===== src/rtl/irq_ctl_pkg.sv =====
`timescale 1ns/1ps
package irq_ctl_pkg;
    localparam int DATA_W = 8;
    localparam int N_SRC  = DATA_W - 1;
    localparam int ADDR_W = 4;

    // Register addresses decoded by this block
    localparam logic [ADDR_W-1:0] A_FLAG    = 4'hD;
    localparam logic [ADDR_W-1:0] A_ENABLE  = 4'hE;
    localparam logic [ADDR_W-1:0] A_SHIFT   = 4'hA;
    localparam logic [ADDR_W-1:0] A_T1_LO   = 4'h4;
    localparam logic [ADDR_W-1:0] A_T1_HI   = 4'h5;
    localparam logic [ADDR_W-1:0] A_T1_LATH = 4'h7;
    localparam logic [ADDR_W-1:0] A_T2_LO   = 4'h8;
    localparam logic [ADDR_W-1:0] A_T2_HI   = 4'h9;

    // Source bit positions
    localparam int B_SH_DONE = 2;
    localparam int B_SH_DATA = 3;
    localparam int B_SH_CLK  = 4;
    localparam int B_TMR2    = 5;
    localparam int B_TMR1    = 6;

    localparam logic [N_SRC-1:0] SHIFT_ACK_MASK =
        (7'(1) << B_SH_DONE) | (7'(1) << B_SH_DATA) | (7'(1) << B_SH_CLK);
    localparam logic [N_SRC-1:0] IRQ_SRC_MASK =
        (7'(1) << B_SH_DONE) | (7'(1) << B_TMR2) | (7'(1) << B_TMR1);

    typedef struct packed {
        logic [N_SRC-1:0] flag_clr;   // flag bits cleared this cycle
        logic             en_wr;      // enable register written
        logic             en_set;     // 1: OR in, 0: clear
        logic [N_SRC-1:0] en_bits;    // bits carried by the enable write
        logic             sel_flag;   // read selects flag register
        logic             sel_en;     // read selects enable register
    } bus_op_t;
endpackage


===== src/rtl/irq_ctl_decode.sv =====
`timescale 1ns/1ps
module irq_ctl_decode
    import irq_ctl_pkg::*;
(
    input  logic [ADDR_W-1:0] bus_addr,
    input  logic              bus_wr,
    input  logic              bus_rd,
    input  logic [DATA_W-1:0] bus_wdata,
    output bus_op_t           op
);
    logic rd_shift, rd_t1, rd_t2, wr_t1, wr_t2, wr_flag;

    always_comb begin
        rd_shift = bus_rd && (bus_addr == A_SHIFT);
        rd_t1    = bus_rd && (bus_addr == A_T1_LO);
        rd_t2    = bus_rd && (bus_addr == A_T2_LO);
        wr_t1    = bus_wr && ((bus_addr == A_T1_HI) || (bus_addr == A_T1_LATH));
        wr_t2    = bus_wr && (bus_addr == A_T2_HI);
        wr_flag  = bus_wr && (bus_addr == A_FLAG);

        op          = '0;
        op.flag_clr = (wr_flag ? bus_wdata[N_SRC-1:0] : '0)
                    | (rd_shift ? SHIFT_ACK_MASK : '0);
        op.flag_clr[B_TMR1] = op.flag_clr[B_TMR1] | rd_t1 | wr_t1;
        op.flag_clr[B_TMR2] = op.flag_clr[B_TMR2] | rd_t2 | wr_t2;
        op.en_wr    = bus_wr && (bus_addr == A_ENABLE);
        op.en_set   = bus_wdata[DATA_W-1];
        op.en_bits  = bus_wdata[N_SRC-1:0];
        op.sel_flag = bus_rd && (bus_addr == A_FLAG);
        op.sel_en   = bus_rd && (bus_addr == A_ENABLE);
    end
endmodule


===== src/rtl/irq_ctl_flags.sv =====
`timescale 1ns/1ps
module irq_ctl_flags
    import irq_ctl_pkg::*;
(
    input  logic             clk,
    input  logic             rst_n,
    input  logic [N_SRC-1:0] set_i,
    input  logic [N_SRC-1:0] clr_i,
    output logic [N_SRC-1:0] flag_o
);
    // One cell per source; a set strobe overrides a same-cycle clear.
    for (genvar i = 0; i < N_SRC; i++) begin : g_cell
        always_ff @(posedge clk or negedge rst_n) begin
            if (!rst_n)
                flag_o[i] <= 1'b0;
            else if (set_i[i])
                flag_o[i] <= 1'b1;
            else if (clr_i[i])
                flag_o[i] <= 1'b0;
        end
    end
endmodule


===== src/rtl/irq_ctl_enables.sv =====
`timescale 1ns/1ps
module irq_ctl_enables
    import irq_ctl_pkg::*;
(
    input  logic             clk,
    input  logic             rst_n,
    input  logic             wr_i,
    input  logic             set_mode_i,
    input  logic [N_SRC-1:0] bits_i,
    output logic [N_SRC-1:0] en_o
);
    always_ff @(posedge clk or negedge rst_n) begin
        if (!rst_n)
            en_o <= '0;
        else if (wr_i)
            en_o <= set_mode_i ? (en_o | bits_i) : (en_o & ~bits_i);
    end
endmodule


===== src/rtl/irq_ctl.sv =====
`timescale 1ns/1ps
module irq_ctl
    import irq_ctl_pkg::*;
(
    input  logic              clk,
    input  logic              rst_n,
    input  logic [3:0]        bus_addr,
    input  logic              bus_wr,
    input  logic              bus_rd,
    input  logic [7:0]        bus_wdata,
    output logic [7:0]        bus_rdata,
    input  logic [6:0]        src_set,
    output logic              irq
);
    bus_op_t          op;
    logic [N_SRC-1:0] flag_q;
    logic [N_SRC-1:0] en_q;
    logic [N_SRC-1:0] live;

    irq_ctl_decode u_decode (
        .bus_addr (bus_addr),
        .bus_wr   (bus_wr),
        .bus_rd   (bus_rd),
        .bus_wdata(bus_wdata),
        .op       (op)
    );

    irq_ctl_flags u_flags (
        .clk   (clk),
        .rst_n (rst_n),
        .set_i (src_set),
        .clr_i (op.flag_clr),
        .flag_o(flag_q)
    );

    irq_ctl_enables u_enables (
        .clk       (clk),
        .rst_n     (rst_n),
        .wr_i      (op.en_wr),
        .set_mode_i(op.en_set),
        .bits_i    (op.en_bits),
        .en_o      (en_q)
    );

    always_comb begin
        live = flag_q & en_q;
        irq  = |(live & IRQ_SRC_MASK);
        unique case (1'b1)
            op.sel_flag: bus_rdata = {|live, flag_q};
            op.sel_en:   bus_rdata = {1'b1, en_q};
            default:     bus_rdata = '0;
        endcase
    end
endmodule


===== config.mk =====
export PLATFORM = sky130hd
export DESIGN_NAME = irq_ctl
export DESIGN_NICKNAME = d
export VERILOG_FILES = /design/src/rtl/irq_ctl_pkg.sv /design/src/rtl/irq_ctl_decode.sv /design/src/rtl/irq_ctl_flags.sv /design/src/rtl/irq_ctl_enables.sv /design/src/rtl/irq_ctl.sv
export SDC_FILE = /design/constraint.sdc
export NUM_CORES = 1
export LEC_CHECK = 0
export ABC_AREA = 1
export BUFFER_PORTS_ARGS = -buffer_cell sky130_fd_sc_hd__buf_2
export CAP_MARGIN = 0
export CORE_MARGIN = 2
export CORE_UTILIZATION = 34
export DETAILED_ROUTE_END_ITERATION = 16
export GPL_TIMING_DRIVEN = 0
export PLACE_DENSITY = 0.66
export SYNTH_ARGS = -nofsm -noshare
export SYNTH_HDL_FRONTEND = slang
export SYNTH_SLANG_ARGS = --single-unit
export TNS_END_PERCENT = 1

===== constraint.sdc =====
create_clock -name clk -period 1.2 [get_ports clk]
set_clock_uncertainty 0.1 [all_clocks]
set_input_delay 0.24 -clock clk [delete_from_list [all_inputs] [get_ports clk]]
set_output_delay 0.24 -clock clk [all_outputs]
set_load 0.03 [all_outputs]

==> impl_metrics.tcl <==
set metrics [dict create \
    fin_ws_ps -360 \
    final_util 0.569 \
    initial_utilization 0.353 \
    worstRegToRegCells 3 \
    first_global_vias 949 \
    synthTopCellsByArea "dfrtp_1, nand2_1, inv_1" \
    synthArstFlopShare 1.00 \
    clock_path_buffers 2 \
    dp.cells 192 \
    required_ps 860 \
    violations "negative setup slack" \
    crit_path_start_kind "register" \
    clk_pin_slew_worst_paths_ps 90 \
    p_per_area_nw_per_um2 956 \
    p_sw_frac 0.329 \
    p_clk_frac 0.259 \
    p_int_uw 887 \
    fmax_mhz 641 \
    hold_viol_final 0 \
    n_antenna_cell 0 \
    synth_top_area_share 0.408 \
    synth_compound_area_frac 0.102 \
    ant_nets 0 \
    yosysMostFrequentCell "nand2_1" \
    relSlewSlack 0.782 \
    p_leak_uw 0.000754 \
    grt_max_degree 15 \
    finalCritPeriodShare 1.30 \
    synthMuxAreaShare 0 \
    io_pins 32 \
    rows 18 \
    cts_max_level 1 \
    die_x_um 54.2 \
    core_area_um2 2430 \
    gp_congestion 0.775 \
    syn_inst 131 \
    area_growth_pct 61.2 \
    syn_nets 154 \
    ys_types 12 \
    setup_viol 9 \
    yosys.area.top_type "dfrtp_1" \
    vias 986 \
    drt-total-wl_um 2450 \
    synth_edf_count 0 \
    drcViolationCount 0 \
    cts.sinks 14 \
    wl_per_cell_um 11.7 \
    min_path_cells 3 \
    fin_crit_ps 1560 \
    holdCritPathClass "in2reg" \
    synth_xor_xnor_area_share 0 \
    dieArea_um2 2940 \
    place.detailed.hpwl_um 1720 \
    r2r_end "u_flags.flag_o[1]$_DFFE_PN0P_" \
    arrival_ps 1220 \
    grt_use_total 0.188 \
    synth_commonest_cells "nand2_1, inv_1, nand3_1, dfrtp_1, o21ai_0" \
    instances_no_fill 209 \
    clock_latency_ps 280 \
    first_iter_violations 16 \
    die_h_um 54.2 \
    cts_buffers 3 \
    end_kind "output pin" \
    worstSetupPathType "reg2out" \
    min_from "src_set[4]" \
    netlist_area_um2 858 \
    dr.pass1.iters 4 \
    p_comb_frac 0.321 \
    ff2ff_setup_slack_ps 310 \
    root_buffer "clkbuf_4" \
    syn_area_per_cell_um2 6.55 \
    maxCapViolations 0 \
    r2r-start "u_flags.flag_o[1]$_DFFE_PN0P_" \
    crit_fanout 2 \
    synth_warnings 0 \
    grt_first_pass_wirelength_um 3950 \
    finalMaxSlewViolations 0 \
    cts_tree "built" \
    yosys.area_share.adder 0 \
    hold_slack_ps 32.3 \
    ir_drop_mv 0.605 \
    ys_ff_latch 14 \
    drive_gt1_frac 0.408 \
    rsz0062_at_grt "true" \
    nets 203 \
    viasPerCell 4.72 \
    worst_pin_slew_ps 326 \
    tns_ps -2460 \
    antenna_found_initial 0 \
    hold_path_end "u_flags.flag_o[4]$_DFFE_PN0P_" \
    ys_seq_area_frac 0.408 \
    synth_simple_gate_area_share 0.353 \
    status "finished, violations left" \
    overflow 0 \
    yosys_most_used_dff "dfrtp_1" \
    synth_top_family_by_area "simple AND/OR/NAND/NOR gates" \
    dp_slack_ps -535 \
    power.switching_uw 436 \
    port_buffers 31 \
    power_frac_seq 0.420 \
]
==> metrics by stage <==
stage               instance area, um2  total power, uW
finish                            1380             1320
global route                      1380             1400
CTS                               1360             1310
detailed placement                1170              897
global placement                  1170              886
floorplan                          975              782
==> placed cells by master, fill, tap and decap left out, types with 2 or more instances in the layout <==
| master | instances |
|---|---|
| inv_1 | 24 |
| dfrtp_1 | 14 |
| nor2_1 | 5 |
| o21ai_4 | 5 |
| nand2_2 | 4 |
| nor2_2 | 4 |
| inv_4 | 2 |
| o21ai_0 | 7 |
| buf_6 | 8 |
| buf_4 | 14 |
| clkbuf_4 | 3 |
| o22ai_4 | 2 |
| inv_2 | 3 |
| buf_2 | 21 |
| nand3_1 | 20 |
| o21bai_1 | 2 |
| nand2_1 | 33 |
==> routing by layer <==
| metal | share of wire | vias to the layer above | GRT usage |
|---|---|---|---|
| li1 | - | 502 | - |
| met5 | 0 | - | 0 |
| met4 | 0.021 | 0 | 0.0875 |
| met1 | 0.43 | 454 | 0.212 |
| met2 | 0.51 | 25 | 0.351 |
| met3 | 0.034 | 5 | 0.0164 |
==> how the worst max path moves through the flow <==
| stage | start | endpoint | slack, ps | cells after the start |
|---|---|---|---|---|
| after detailed placement | bus_addr[0] | bus_rdata[3] | -540 | 8 |
| after global routing | u_flags.flag_o[3]$_DFFE_PN0P_ | bus_rdata[7] | -460 | 7 |
| final | u_flags.flag_o[2]$_DFFE_PN0P_ | bus_rdata[7] | -360 | 7 |
| after CTS | u_flags.flag_o[5]$_DFFE_PN0P_ | bus_rdata[7] | -360 | 7 |
| after global placement | bus_addr[1] | bus_rdata[3] | -480 | 7 |
| after floorplan | bus_addr[1] | bus_rdata[2] | -40 | 4 |
==> repair_timing <==
| item | 4_1_cts | 5_1_grt |
|---|---|---|
| endpoints found under the hold margin | 14 | 0 |
| resized for setup | 29 | 2 |
| pin swaps | 9 | 3 |
| hold buffers | 1 | 0 |
| setup buffers | 9 | 3 |
| setup endpoints to repair | 9 | 10 |
==> power by group through the flow <==
stage / Combinational (uW) / Clock (uW) / Sequential, uW
final: 425 / 343 / 555
after floorplan: 224 / 0 / 558
after global placement: 321 / 0 / 566
after detailed placement: 329 / 0 / 568
after global routing: 472 / 369 / 563
after CTS: 403 / 353 / 554
==> worst max-delay path: stages (launching register included) <==
cell,delay (ps)
dfrtp_1,400
nand2_1,70
inv_1,50
nor2_2,120
nand2_1,60
nand2_1,70
nand2_2,50
buf_6,130
==> layout make-up <==
cell class / count / area (um2)
clock buffers: 4 / 36.3
fillers: 222 / 1050
inverters: 31 / 135
multi-input cells: 86 / 514
flip-flops and latches: 14 / 350
well taps: 30 / 37.5
repair buffers: 44 / 310
==> cells by family (layout without fill, tap and decap cells) <==
| kind of cell | Yosys count | count (layout) |
|---|---|---|
| AO/OA/AOI/OAI | 16 | 16 |
| buffers and inverters | 31 | 79 |
| flip-flops | 14 | 14 |
| AND/OR/NAND/NOR | 70 | 70 |
No activity file was read; power rests on OpenSTA's default activity.
